$ cat src/rtl/pio_window_bridge.sv
module pio_window_bridge #(
  parameter int              ADDR_W   = 32,
  parameter int              WIN_AW   = 16,
  parameter int              PORT_AW  = 16,
  parameter logic [31:0]     WIN_BASE = 32'h1400_0000
) (
  input  logic               clk,
  input  logic               rst_n,
  input  logic               cfg_big_endian,
  input  logic               cpu_req,
  input  logic [ADDR_W-1:0]  cpu_addr,
  input  logic               cpu_we,
  input  logic [1:0]         cpu_size,
  input  logic [31:0]        cpu_wdata,
  output logic               cpu_claim,
  output logic               cpu_done,
  output logic [31:0]        cpu_rdata,
  output logic               io_req,
  output logic               io_we,
  output logic [PORT_AW-1:0] io_addr,
  output logic [1:0]         io_size,
  output logic [31:0]        io_wdata,
  input  logic               io_ack,
  input  logic [31:0]        io_rdata
);
  localparam int TAG_W = ADDR_W - WIN_AW;
  localparam logic [TAG_W-1:0] WIN_TAG = WIN_BASE[ADDR_W-1:WIN_AW];

  logic big_q;
  logic busy_q;

  function automatic logic [31:0] lanes(input logic [1:0] sz, input logic be, input logic [31:0] d);
    case (sz)
      2'd0:    lanes = {24'b0, d[7:0]};
      2'd1:    lanes = be ? {16'b0, d[7:0], d[15:8]} : {16'b0, d[15:0]};
      default: lanes = be ? {d[7:0], d[15:8], d[23:16], d[31:24]} : d;
    endcase
  endfunction

  wire in_win = cpu_addr[ADDR_W-1:WIN_AW] == WIN_TAG;
  assign cpu_claim = cpu_req && in_win && (cpu_size != 2'd3) && !busy_q;
  assign io_req = busy_q;

  always_ff @(posedge clk) begin
    if (!rst_n) big_q <= cfg_big_endian;
  end

  always_ff @(posedge clk) begin
    if (!rst_n) begin
      busy_q    <= 1'b0;
      cpu_done  <= 1'b0;
      cpu_rdata <= '0;
      io_we     <= 1'b0;
      io_addr   <= '0;
      io_size   <= '0;
      io_wdata  <= '0;
    end else begin
      cpu_done <= 1'b0;
      if (cpu_claim) begin
        busy_q   <= 1'b1;
        io_we    <= cpu_we;
        io_addr  <= cpu_addr[PORT_AW-1:0];
        io_size  <= cpu_size;
        io_wdata <= cpu_we ? lanes(cpu_size, big_q, cpu_wdata) : 32'b0;
      end else if (busy_q && io_ack) begin
        busy_q    <= 1'b0;
        cpu_done  <= 1'b1;
        cpu_rdata <= io_we ? 32'b0 : lanes(io_size, big_q, io_rdata);
      end
    end
  end

  a_r7_hold_until_ack: assert property (@(posedge clk) disable iff (!rst_n)
    io_req && !io_ack |=> io_req && $stable(io_addr) && $stable(io_size) && $stable(io_we) && $stable(io_wdata));
  a_r8_done_after_ack: assert property (@(posedge clk) disable iff (!rst_n)
    io_req && io_ack |=> cpu_done && !io_req);
  a_r8_done_needs_ack: assert property (@(posedge clk) disable iff (!rst_n)
    cpu_done |-> $past(io_ack));
  a_r9_no_bad_size: assert property (@(posedge clk) disable iff (!rst_n)
    io_req |-> io_size != 2'd3);
  a_r3_byte_upper_zero: assert property (@(posedge clk) disable iff (!rst_n)
    io_req && io_size == 2'd0 |-> io_wdata[31:8] == 24'b0);
  a_r11_single_access: assert property (@(posedge clk) disable iff (!rst_n)
    io_req |-> !cpu_claim);
  a_r1_claim_starts_port: assert property (@(posedge clk) disable iff (!rst_n)
    cpu_claim |=> io_req);
endmodule

$ cat config.mk
export PLATFORM = sky130hd
export DESIGN_NAME = pio_window_bridge
export DESIGN_NICKNAME = d
export VERILOG_FILES = /design/src/rtl/pio_window_bridge.sv
export SDC_FILE = /design/constraint.sdc
export NUM_CORES = 1
export LEC_CHECK = 0
export ABC_AREA = 1
export BUFFER_PORTS_ARGS = -buffer_cell sky130_fd_sc_hd__buf_2
export CAP_MARGIN = 20
export CORE_MARGIN = 8
export CORE_UTILIZATION = 49
export DETAILED_ROUTE_END_ITERATION = 16
export GPL_ROUTABILITY_DRIVEN = 0
export PLACE_DENSITY = 0.81
export RECOVER_POWER = 25
export SKIP_LAST_GASP = 1
export SYNTH_ARGS = -nofsm -noshare
export SYNTH_HDL_FRONTEND = slang
export SYNTH_SLANG_ARGS = --single-unit
$ cat constraint.sdc
create_clock -name clk -period 1.45 [get_ports clk]
set_input_delay 0.29 -clock clk [delete_from_list [all_inputs] [get_ports clk]]
set_output_delay 0.29 -clock clk [all_outputs]
set_load 0.005 [all_outputs]
Word level (Yosys, flattened, before mapping) --
Index checks and enable logic that the tools add are counted.
Word-level totals: register bits 86, input bits 104, logic and storage cells 35
Cells by class: equality and inequality tests 4, mux-type cells 11, bitwise logic cells 2, reduce and logical (&&, ||, !) cells 10
Operators with widths (number):
- 32-bit two-way mux | 4
- 32-bit case mux with 2 select lines | 2
- 16-bit two-way mux | 2
- 16-bit by 13-bit == test with 1-bit output, second input constant | 1
- 2-bit by 1-bit == test with 1-bit output, second input constant | 2
- 1-bit logical AND | 4
- 2-bit zero test | 2
- 1-bit two-way mux | 3
- 2-bit inequality test, second input constant | 1
- 1-bit NOT | 2
- 2-bit AND reduction | 1
- 2-bit nonzero test | 1
- 2-bit OR reduction | 1
- 1-bit zero test | 1

Logic depth before layout (Yosys ltp) --
word-level depth 6, mapped depth 9, mapped depth without buffers 8

Worst setup path before layout --
OpenSTA, ideal clock, no wires.
kind input -> output, start input cpu_size[1], end output cpu_claim, arrival time 1028 ps, setup slack 132 ps, stages 7, buffers on the path 2, path through buf_6 nand2_1 nand2_1 nor2_2 inv_2 nor2_8 buf_6
On the way: word-level cells in the longest chain between the ends 3
RTL lines:
- start: declaration | RTL line 13 | input logic [1:0] cpu_size,
- 2-bit inequality test | RTL line 41 | assign cpu_claim = cpu_req && in_win && (cpu_size != 2'd3) && !busy_q;
- 1-bit logical AND (2 in a row) | RTL line 41
- end: declaration | RTL line 15 | output logic cpu_claim,
No other way between the ends.

Worst setup path in the final report --
start register busy_q (netlist: io_req), end output cpu_claim
On the way: word-level cells in the longest chain between the ends 2
RTL lines:
- start: declaration | RTL line 30 | logic busy_q;
- start signal: assignment | RTL line 50 | busy_q <= 1'b0;
- start signal: assignment | RTL line 60 | busy_q <= 1'b1;
- start signal: assignment | RTL line 66 | busy_q <= 1'b0;
- 1-bit zero test | RTL line 41
- 1-bit logical AND | RTL line 41
No other way between the ends.

==> metrics.txt <==
status finished, violations left; failing checks setup timing; initial antenna violation count 1; critical path class flop to output port; Final Hold Viols 0; sequential share of power 0.470; Detail Route Antenna Nets 0; core box area 9240 µm²; gr ovfl total 0; average size of a mapped cell ~6.2 µm²; Core Util, Final 0.693; multi-input logic area 2540 µm²; DRC errors left 0; slowest stage cell on the critical path dfxtp_2; Via density between 5 and 6; Post-Layout Cell Count ~1100; Die Width 114 µm; Sw Pwr approximately 1.4 mW; maximum clock rate around 650 MHz; first-pass GRT wire length around 25000 µm; Hold Crit Class primary input to flop; fin worst setup slack -0.0942 ns; Cells after Synth 757; worst-path maximum fanout 2; Layout area overhead 37.3%; top_reg_cell synth dfxtp_1; fill count 840; switch share 0.278; cts bufs inserted 9; # clock sinks 86; final setup violation count 23; Worst-Margin Slew 0.770 ns; largest net degree at the start of global routing 49; CP arrival approximately 1.3 ns; row cnt 35; DRT iter0 DRCs 574; Final Net Count 1062; DIE HEIGHT 114 µm; Port Buffers between 150 and 200; synth unique cells 24; FF+latch area 1730 µm²; layout cells sized above 1 0.272; synth warn 0; Lkg Pwr 3.23 nW; CTS tree yes; die area between 10000 and 15000 µm²; Inst Count DP ~1100; commonest non-fill, non-tap cell in the layout nand2_1; Overall Global Routing Usage 0.233; CP required 1.16 ns; slowest stage delay, CP 0.34 ns; CTS Root Cell clkbuf_8; number of synthesized register bits 86; Power Density 786 nW/µm²; Initial Utilization 0.505; Detailed Route WL 16800 µm; worst vdd ir 0.000472 V; max-slew violations 0; DP HPWL 11600 µm; Gate power share 0.145; sequential-to-total area share from yosys stat 0.371; I/O Pins 190; Vias 5746; syn nets 861; Clock Power Share 0.385; cell area after synthesis between 4000 and 5000 µm²; min cycle time layout 1.54 ns; Max transition margin 0.487; Final Cycle Share 1.06; internal power 3.63 mW; router iterations before antenna repair 5; number of enable flip-flop cells after synthesis 1; commonest non-fill, non-tap cells in the layout 306 x nand2_1, 173 x buf_2, 83 x dfxtp_1; CP Capture Type output port; clk_lat worst skew 0.36 ns; ys async rst share 0; WL/cell 15.3 µm; setup TNS -0.402 ns; worst clock skew 0.0129 ns; cell chain of the critical path nor2_1, nand2_1, nor2_2, inv_2, nor2_8, buf_6; Max Root-Sink Buffers 2; CTS H-tree depth 3; # hold bufs at CTS 0; Worst-path clk slew roughly 0.09 ns; max-cap viol count 0; vias in the first global route roughly 5200; Worst setup SP type flop; unrepaired setup endpoints after global routing yes
-- cells in the mapped netlist (2+ instances only) --
library cell  instances  area share
nand4_1               2      0.0027
nor2_1               30       0.024
inv_2                 2      0.0016
nor2_4                2      0.0048
o21ai_1              10       0.011
buf_6                 5       0.012
dfxtp_1              85        0.36
nor3_1               18       0.019
inv_1                54       0.043
clkbuf_1             26       0.021
a21oi_1              73       0.078
o21ai_0              54       0.058
and2_1                3      0.0040
nand2_1             310        0.25
nand3_1              53       0.057
buf_4                 4      0.0064
buf_2                13       0.014
o211ai_1              7       0.011
-- worst max-delay path, delay by kind of cell, from the launching register on --
family	cells	cell delay (ns)
and+or+nand+nor	4	0.37
DFF	1	0.34
buffers and inverters	2	0.19
-- per-stage QoR --
step	hold slack [ns]	area, µm²	total power [mW]	worst slack, ns
2_1_floorplan	0.389	4660	2.83	0.132
4_1_cts	0.0985	6110	5.01	-0.101
3_5_place_dp	0.452	5850	3.12	-0.0787
6_report	0.106	6410	5.04	-0.0942
5_1_grt	0.0936	6410	5.21	-0.160
3_3_place_gp	0.450	5850	3.13	-0.0191
-- worst paths after layout --
path                             start                   endpoint  slack (ns)  cells past startpoint
max                io_req$_SDFFE_PN0P_                  cpu_claim       -0.09                      6
min                     cfg_big_endian            big_q$_DFFE_PN_        0.11                      1
max reg2reg        io_req$_SDFFE_PN0P_   io_wdata[6]$_SDFFE_PN0P_       -0.03                      9
min reg2reg  io_wdata[18]$_SDFFE_PN0P_  io_wdata[18]$_SDFFE_PN0P_        0.47                      2
-- cells by family (layout without fill, tap and decap cells) --
logic type,Yosys count,after routing,synth area share
other,0,1,0
and+or+nand+nor,423,423,0.372
buffers and inverters,104,310,0.0984
DFF,86,86,0.371
AOI/OAI and AO/OA,144,144,0.158
-- layer usage --
layer	track usage	vias to the layer above	part of all wire
met5	0	-	0
met4	0.0826	0	0.025
met3	0.0819	36	0.12
met2	0.362	327	0.44
met1	0.293	2551	0.41
li1	-	2832	-
-- registers in the layout, indices dropped and copies added (netlist names) --
signal / count
io_req: 1
io_addr: 16
cpu_rdata: 32
big_q: 1
cpu_done: 1
io_size: 2
io_we: 1
io_wdata: 32
-- repair_timing --
action | CTS | global route
hold endpoints to repair | 0 | 0
cloned | 0 | 10
pin swaps | 3 | 3
endpoints found under the setup margin | 1 | 54
buffers inserted | 4 | 6
gates resized for setup | 2 | 26
-- layout make-up --
class                           count  area share
Antenna cell                        1    0.000391
Sequential cell                    86       0.271
Tap cell                          129      0.0252
Multi-Input combinational cell    567       0.396
Clock inverter                      6      0.0145
Inverter                           56      0.0328
Timing Repair Buffer              238       0.240
Clock buffer                       10      0.0199
-- power groups by stage --
stage               Sequential [mW]  Clock [mW]  Combinational (mW)
global route                   2.37        2.03               0.812
detailed placement             2.43           0               0.698
global placement               2.43           0               0.700
CTS                            2.37        1.94               0.704
floorplan                      2.42           0               0.402
finish                         2.37        1.94               0.730
Power figures use the tool's default switching activity.
